`config.mk`:
```
export PLATFORM = sky130hd
export DESIGN_NAME = pwm2_gen
export DESIGN_NICKNAME = d
export VERILOG_FILES = /design/src/rtl/pwm2_pkg.sv /design/src/rtl/pwm2_tick.sv /design/src/rtl/pwm2_chan.sv /design/src/rtl/pwm2_gen.sv
export SDC_FILE = /design/constraint.sdc
export NUM_CORES = 1
export LEC_CHECK = 0
export ABC_CLOCK_PERIOD_IN_PS = 3600
export CELL_PAD_IN_SITES_DETAIL_PLACEMENT = 0
export CELL_PAD_IN_SITES_GLOBAL_PLACEMENT = 1
export CORE_ASPECT_RATIO = 0.7
export CORE_MARGIN = 2
export CORE_UTILIZATION = 50
export DETAILED_ROUTE_END_ITERATION = 10
export DONT_BUFFER_PORTS = 1
export GPL_ROUTABILITY_DRIVEN = 0
export PLACE_DENSITY_LB_ADDON = 0.1
export SYNTH_ARGS = -nofsm -noshare
export SYNTH_HDL_FRONTEND = slang
export SYNTH_SLANG_ARGS = --single-unit
export TNS_END_PERCENT = 100
```
`constraint.sdc`:
```
create_clock -name clk_i -period 3.6 [get_ports clk_i]
set_input_delay 0.36 -clock clk_i [delete_from_list [all_inputs] [get_ports clk_i]]
set_output_delay 0.36 -clock clk_i [all_outputs]
set_load 0.02 [all_outputs]
```
`src/rtl/pwm2_pkg.sv`:
```
package pwm2_pkg;
   typedef enum logic [1:0] {
      ADR_CNT  = 2'd0,
      ADR_DUTY = 2'd1,
      ADR_CTRL = 2'd2,
      ADR_NONE = 2'd3
   } pwm2_addr_e;

   localparam int LANE_W = 8;
endpackage

```
`src/rtl/pwm2_tick.sv`:
```
module pwm2_tick #(
   parameter int PRE_STAGES  = 7,
   parameter int SYNC_STAGES = 2,
   parameter int SEL_W       = 3
) (
   input  logic             clk_i,
   input  logic             rst_ni,
   input  logic [SEL_W-1:0] sel_i,
   input  logic             ext_i,
   output logic             tick_o
);
   localparam int N_TAP = PRE_STAGES + 1;

   if ((1 << SEL_W) != N_TAP) begin : g_bad_sel
      $error("pwm2_tick: select width must cover prescaler taps plus external input");
   end
   if (SYNC_STAGES < 2) begin : g_bad_sync
      $error("pwm2_tick: synchronizer needs at least two stages");
   end

   logic [PRE_STAGES-1:0]  div_q;
   logic [SYNC_STAGES-1:0] sync_q;
   logic                   prev_q;
   logic                   ext_edge;
   logic [N_TAP-1:0]       taps;

   always_ff @(posedge clk_i or negedge rst_ni) begin
      if (!rst_ni) begin
         div_q  <= '0;
         sync_q <= '0;
         prev_q <= 1'b0;
      end else begin
         div_q  <= div_q + 1'b1;
         sync_q <= {sync_q[SYNC_STAGES-2:0], ext_i};
         prev_q <= sync_q[SYNC_STAGES-1];
      end
   end

   assign ext_edge = sync_q[SYNC_STAGES-1] & ~prev_q;

   for (genvar k = 0; k < PRE_STAGES; k++) begin : g_tap
      assign taps[k] = &div_q[k:0];
   end
   assign taps[N_TAP-1] = ext_edge;

   assign tick_o = taps[sel_i];

   // an external edge yields a single-cycle enable
   a_r4_edge_single: assert property (@(posedge clk_i) disable iff (!rst_ni)
      ext_edge |=> !ext_edge);

   // the divide-by-2 tap never fires on two consecutive cycles
   a_r3_div2_spaced: assert property (@(posedge clk_i) disable iff (!rst_ni)
      taps[0] |=> !taps[0]);
endmodule

```
`src/rtl/pwm2_chan.sv`:
```
module pwm2_chan #(
   parameter int DUTY_W   = 8,
   parameter int SLOW_LSB = 7,
   parameter int TB_SRC_W = SLOW_LSB + DUTY_W
) (
   input  logic                clk_i,
   input  logic                rst_ni,
   input  logic [TB_SRC_W-1:0] cnt_i,
   input  logic                slow_i,
   input  logic [DUTY_W-1:0]   duty_i,
   output logic [DUTY_W-1:0]   tb_o,
   output logic                pwm_o
);
   if (SLOW_LSB >= DUTY_W) begin : g_bad_lsb
      $error("pwm2_chan: slow slice must overlap the fast slice");
   end

   logic [DUTY_W-1:0] act_q;
   logic [DUTY_W-1:0] eff;
   logic              wrap;

   assign tb_o  = slow_i ? cnt_i[SLOW_LSB +: DUTY_W] : cnt_i[DUTY_W-1:0];
   assign wrap  = (tb_o == '0);
   assign eff   = wrap ? duty_i : act_q;
   assign pwm_o = (tb_o < eff);

   always_ff @(posedge clk_i or negedge rst_ni) begin
      if (!rst_ni) act_q <= '0;
      else         act_q <= eff;
   end

   // the active duty is held whenever the timebase is not at zero
   a_r8_hold_mid_period: assert property (@(posedge clk_i) disable iff (!rst_ni)
      !wrap |=> $stable(act_q));
endmodule

```
`src/rtl/pwm2_gen.sv`:
```
module pwm2_gen
   import pwm2_pkg::*;
#(
   parameter int CNT_W       = 16,
   parameter int DUTY_W      = 8,
   parameter int SLOW_LSB    = 7,
   parameter int PRE_STAGES  = 7,
   parameter int SYNC_STAGES = 2,
   parameter int BE_W        = CNT_W / LANE_W
) (
   input  logic             clk_i,
   input  logic             rst_ni,
   input  logic             ext_clk_i,
   input  logic             frz_i,
   input  logic [1:0]       bus_addr_i,
   input  logic             bus_wr_i,
   input  logic [BE_W-1:0]  bus_be_i,
   input  logic [CNT_W-1:0] bus_wdata_i,
   output logic [CNT_W-1:0] bus_rdata_o,
   output logic             pwm_a_o,
   output logic             pwm_b_o
);
   localparam int N_CH   = 2;
   localparam int SEL_W  = $clog2(PRE_STAGES + 1);
   localparam int DW2    = N_CH * DUTY_W;
   localparam int CTRL_W = N_CH + SEL_W;
   localparam int TB_W   = SLOW_LSB + DUTY_W;

   if (CNT_W % LANE_W != 0) begin : g_bad_lane
      $error("pwm2_gen: counter width must be whole bytes");
   end
   if (DW2 > CNT_W || TB_W > CNT_W || CTRL_W > LANE_W) begin : g_bad_fit
      $error("pwm2_gen: fields do not fit the bus word");
   end

   pwm2_addr_e        addr;
   logic [CNT_W-1:0]  be_mask;
   logic [CNT_W-1:0]  cnt_q;
   logic [DW2-1:0]    duty_q;
   logic [N_CH-1:0]   slow_q;
   logic [SEL_W-1:0]  sel_q;
   logic              tick;
   logic              cnt_we, duty_we, ctrl_we;
   logic [DUTY_W-1:0] tb  [N_CH];
   logic [N_CH-1:0]   pwm;

   assign addr = pwm2_addr_e'(bus_addr_i);

   for (genvar b = 0; b < BE_W; b++) begin : g_mask
      assign be_mask[b*LANE_W +: LANE_W] = {LANE_W{bus_be_i[b]}};
   end

   assign cnt_we  = bus_wr_i && frz_i && (addr == ADR_CNT);
   assign duty_we = bus_wr_i && (addr == ADR_DUTY);
   assign ctrl_we = bus_wr_i && (addr == ADR_CTRL) && bus_be_i[0];

   pwm2_tick #(
      .PRE_STAGES (PRE_STAGES),
      .SYNC_STAGES(SYNC_STAGES),
      .SEL_W      (SEL_W)
   ) u_tick (
      .clk_i (clk_i),
      .rst_ni(rst_ni),
      .sel_i (sel_q),
      .ext_i (ext_clk_i),
      .tick_o(tick)
   );

   always_ff @(posedge clk_i or negedge rst_ni) begin
      if (!rst_ni) begin
         cnt_q  <= '0;
         duty_q <= '0;
         slow_q <= '0;
         sel_q  <= '0;
      end else begin
         if (cnt_we)    cnt_q <= (cnt_q & ~be_mask) | (bus_wdata_i & be_mask);
         else if (tick) cnt_q <= cnt_q + 1'b1;
         if (duty_we)
            duty_q <= (duty_q & ~be_mask[DW2-1:0]) | (bus_wdata_i[DW2-1:0] & be_mask[DW2-1:0]);
         if (ctrl_we) begin
            slow_q <= bus_wdata_i[N_CH-1:0];
            sel_q  <= bus_wdata_i[CTRL_W-1:N_CH];
         end
      end
   end

   always_comb begin
      bus_rdata_o = '0;
      unique case (addr)
         ADR_CNT:  bus_rdata_o = cnt_q;
         ADR_DUTY: bus_rdata_o[DW2-1:0] = duty_q;
         ADR_CTRL: bus_rdata_o[CTRL_W-1:0] = {sel_q, slow_q};
         default:  bus_rdata_o = '0;
      endcase
   end

   // channel 0 (A) owns the upper duty byte, channel 1 (B) the lower one
   for (genvar c = 0; c < N_CH; c++) begin : g_ch
      pwm2_chan #(
         .DUTY_W  (DUTY_W),
         .SLOW_LSB(SLOW_LSB)
      ) u_chan (
         .clk_i (clk_i),
         .rst_ni(rst_ni),
         .cnt_i (cnt_q[TB_W-1:0]),
         .slow_i(slow_q[c]),
         .duty_i(duty_q[(N_CH-1-c)*DUTY_W +: DUTY_W]),
         .tb_o  (tb[c]),
         .pwm_o (pwm[c])
      );

      // a zero duty gives a low pin at the period start
      a_r7_zero_duty_low: assert property (@(posedge clk_i) disable iff (!rst_ni)
         (duty_q[(N_CH-1-c)*DUTY_W +: DUTY_W] == '0 && tb[c] == '0) |-> !pwm[c]);

      // without a load or a mode change, a pin rises only at wrap
      a_r8_rise_at_wrap: assert property (@(posedge clk_i) disable iff (!rst_ni)
         ($rose(pwm[c]) && !$past(cnt_we) && $stable(slow_q)) |-> (tb[c] == '0));
   end

   assign pwm_a_o = pwm[0];
   assign pwm_b_o = pwm[1];

   // outside a freeze load the counter holds or steps by one
   a_r10_count_step: assert property (@(posedge clk_i) disable iff (!rst_ni)
      !cnt_we |=> (cnt_q == $past(cnt_q) || cnt_q == $past(cnt_q) + 1'b1));
endmodule

```
# Yosys cells after proc, flatten, opt, wreduce, memory -nomap -nowiden
# Index checks and enable logic that the tools add are counted.
[totals]
inputBits = 25
ff_bits = 63
word_cells = 49
output_inout_bits = 18
[classes]
n_eq_ne = 2
n_mux = 10
n_reduce_logical = 15
add_sub_neg = 2
magnitude_cmp = 3
n_bitwise = 8
[op_table]
columns = ["operator", "n"]
rows = [
  ["16-bit AND", 3],
  ["16-bit 2-to-1 mux", 2],
  ["8-bit 2-to-1 mux", 4],
  ["16-bit OR", 2],
  ["11-bit case mux with 2 select lines", 1],
  ["16-bit by 1-bit adder with 16-bit output (second input constant)", 1],
  ["8-bit logical NOT", 2],
  ["8-bit < comparator", 2],
  ["16-bit inverter", 1],
  ["5-bit case mux with 3 select lines", 1],
  ["7-bit by 1-bit adder with 7-bit output (second input constant)", 1],
  ["7-bit AND reduction", 1],
  ["6-bit AND reduction", 1],
  ["1-bit logical AND", 5],
  ["5-bit AND reduction", 1],
  ["3-bit by 4-bit < comparator with 1-bit output (second input constant)", 1],
  ["4-bit AND reduction", 1],
  ["1-bit binary-select mux with 3-bit select", 1],
  ["3-bit AND reduction", 1],
  ["2-bit by 1-bit equality test with 1-bit output (second input constant)", 1],
  ["2-bit equality test (second input constant)", 1],
  ["2-bit logical NOT", 1],
  ["2-bit AND reduction", 1],
  ["2-bit nonzero test", 1],
  ["other kinds (3)", 3],
]

# Depth between registers and ports, before layout
[logic_depth]
word_depth = 6
mapped_depth = 13

# Cells and area by module
# From an unflattened synthesis, not the netlist that was laid out.
[hier_totals]
cells_unflattened = 371
area_unflattened_um2 = 3957.5
[by_module_without_submodules]
columns = ["module", "area_each_um2", "seq_area_each_um2", "instances", "cells_each"]
rows = [
  ["pwm2_gen", 2095.8, 925.9, 1, 210],
  ["pwm2_chan", 706.9, 200.2, 2, 62],
  ["pwm2_tick", 447.9, 250.2, 1, 37],
]

# Worst setup path after synthesis
# OpenSTA, ideal clock, no wires.
[synth_timing]
path_kind = "register -> output"
start = "register (tool-made name)"
end = "output pwm_b_o"
setup_slack_ns = 0.046
path_buffers = 1
arrival_time_ns = 3.194
stages_incl_launch_ff = 14
required_time_ns = 3.240
cell_sequence = "dfrtp_1 buf_6 or4_4 nor4_4 nand2_1 a21oi_4 mux2_4 inv_1 ha_1 a21oi_1 nor2b_1 o21ai_0 o21ai_0 a211oi_1"
[synth_lines]
columns = ["item", "line", "source"]
rows = [
  ["to (decl)", "pwm2_gen.sv:21", "output logic pwm_b_o"],
]

==> metrics.txt <==
post-DP HPWL 7490 um; area of the mapped netlist 3820 sq um; Worst R2R Setup Slack 940 ps; number of global-route vias before repair 3099; CP max FO 3; CTS Buf Count 9; fin crit share 98.7%; Mapped Avg Cell Area 10.3 sq um; power per cell area 663 nW/um^2; Slew HR 54.5%; DRC violation count after routing 0; area grow syn2layout 16.2%; NetSw 1120 uW; nets 433; Layout Cells excl Fill 493; total negative slack 0 ps; nature of the critical path endpoint output pin; combinational share of power 43.1%; Post-synth EDFFs 0; sw frac 38.0%; CP Launch Type register; largest net degree at the start of global routing 64; 1st-pass router iterations 4; final slew viol count 0; floorplan row count 26; Post-Place Cells 471; syn_nets 414; worst skew pair latency 340 ps; Initial DRC Count 261; status completed; I/O Buffers 0; Overall Power 2950 uW; via count 2972; f_max 281 MHz; Hold Fails Final Rpt 0; Post-Place Setup Slack 156 ps; critical path arrival 3190 ps; total of max-cap violations 0; via-per-instance ratio 6.03; Top FF cell, synth dfrtp_1; io pins 43; Critical Path RT 3240 ps; Die Y 77.2 um; Hold Path Class input port to register; Routed Antenna Nets 0; leading cell type in the layout, fill and taps excluded dfrtp_1; register area 1580 sq um; worst setup path category register to output pin; Slew @ Worst Pin 676 ps; Sequential Power Share 34.6%; routed len/inst 21.2 um; antenna violations before repair 0; share of cells above drive strength 1 28.4%; Sink Count 63; CTS tree yes; CTS root buf clkbuf_8; GRT Residual Overflow 0; Antenna diodes 0; YS warnings 0; worst setup margin 45.8 ps; initial core utilization 52.0%; library cells used by synthesis 55; Peak VDD IR 0.359 mV; Clock power frac 22.3%; Cells after Synth 371; Seq cells post-synth 63; Static Leak 0.00194 uW; full die area 8370 sq um; sequential cell area fraction in the yosys report 41.2%; fillers 637; Die X 109 um; first-pass GRT wire length 17200 um; Longest Clk Path Bufs 2; Post-synth ARST share 100%; clock period minus worst slack 3550 ps; core area 7350 sq um; most frequent cells in the layout dfrtp_1 (63), mux2_2 (37), nor2_1 (28); CTS H-tree lvls 3; CTS clk-pin slew, worst paths 70 ps; Pint 1830 uW; Max Clock Skew 9.70 ps; Total Routing Usage GR 27.1%; RSZ-0062 raised after global routing true; count of final setup violators 0; Post-Route WL 10500 um; multi-input combinational cell area 2210 sq um
cell usage after synthesis, types with 2 or more instances:
master / instances / area [sq um]
a211oi_1: 7 / 52.6
a21o_1: 3 / 22.5
a21oi_1: 6 / 30.0
a21oi_4: 2 / 32.5
a311oi_1: 3 / 26.3
a31oi_1: 2 / 12.5
and2_1: 3 / 18.8
and3_1: 7 / 43.8
buf_1: 3 / 11.3
clkbuf_1: 17 / 63.8
dfrtp_1: 63 / 1580
ha_1: 18 / 225
inv_1: 18 / 67.6
mux2_2: 37 / 417
mux2_4: 6 / 90.1
mux2i_1: 25 / 250
nand2_1: 24 / 90.1
nand3_1: 19 / 95.1
nand4_1: 6 / 37.5
nor2_1: 28 / 105
nor2b_1: 6 / 37.5
nor3_1: 7 / 35.0
nor4_1: 2 / 12.5
o21ai_0: 16 / 80.1
o22a_1: 2 / 17.5
o311ai_0: 5 / 43.8
o31a_1: 2 / 17.5
o32a_1: 2 / 20.0
or2_2: 2 / 12.5
or3_1: 3 / 18.8
xnor2_1: 3 / 26.3
critical path, stage by stage (launching register included):
cell	delay, ps
dfrtp_1	380
or4_4	550
nor4_4	180
buf_4	180
nand2_4	50
a21oi_4	160
mux2_4	340
inv_4	60
ha_4	190
a21o_1	160
a21o_1	160
a211oi_2	160
o31a_1	290
power by group through the flow:
stage                     Sequential [uW]  Clock [uW]  Combinational, uW
after floorplan                       954           0                829
after global placement               1010           0               1110
after detailed placement             1010           0               1130
after CTS                             999         669               1200
after global routing                 1040         708               1390
final                                1020         656               1270
final cells by class:
| class | count | area share [%] |
|---|---|---|
| tap | 98 | 2.76 |
| inverter | 18 | 1.58 |
| clock buffer | 12 | 3.04 |
| sequential | 63 | 35.5 |
| multi-input combinational | 268 | 49.8 |
| clock inverter | 4 | 1.58 |
| timing repair buffer | 30 | 5.74 |
cells by family after synthesis:
| family | Yosys count | synth area share [%] |
|---|---|---|
| AND/OR/NAND/NOR | 117 | 15.9 |
| multiplexers | 69 | 20.1 |
| flip-flops | 63 | 41.2 |
| AO/OA/AOI/OAI | 61 | 12.0 |
| buffers and inverters | 40 | 4.16 |
| adder cells (fa/ha/maj) | 18 | 5.89 |
| XOR/XNOR | 3 | 0.687 |
worst paths after layout:
path,start,end,cells past startpoint
setup / recovery,register,pwm_a_o,12
hold / removal,ext_clk_i,u_tick.sync_q[0]$_DFF_PN0_,0
setup reg to reg,u_tick.div_q[0]$_DFF_PN0_,register,9
hold reg to reg,u_tick.sync_q[0]$_DFF_PN0_,u_tick.sync_q[1]$_DFF_PN0_,0
max in group asynchronous,rst_ni,u_tick.sync_q[0]$_DFF_PN0_,2
min in group asynchronous,rst_ni,slow_q[0]$_DFFE_PN0P_,2
per-layer routing:
layer	wire (um)	vias up	part of all wire [%]	global-route usage, %
met1	5120	1474	49	42.1
li1	-	1392	-	-
met2	4510	100	43	37.9
met3	778	6	7.4	6.29
met5	0	-	0	0
met4	66	0	0.63	6.15
per-stage QoR:
step,area (sq um),hold WS [ps],utilization [%]
3_5_place_dp,4050,65.8,55.1
6_report,4440,50.6,60.4
2_1_floorplan,3820,64.4,-
5_1_grt,4440,26.3,60.4
3_3_place_gp,4050,66.1,55.1
4_1_cts,4370,38.0,59.4
repair_timing:
| action | CTS | global route |
|---|---|---|
| gates resized for setup | 11 | 14 |
| hold buffers | 2 | 0 |
| endpoints found under the setup margin | 2 | 2 |
| buffers inserted | 4 | 0 |
| endpoints found under the hold margin | 63 | 0 |
| cloned | 0 | 0 |
| pin swaps | 10 | 10 |
Note: power is estimated with default switching activity, not from simulation.
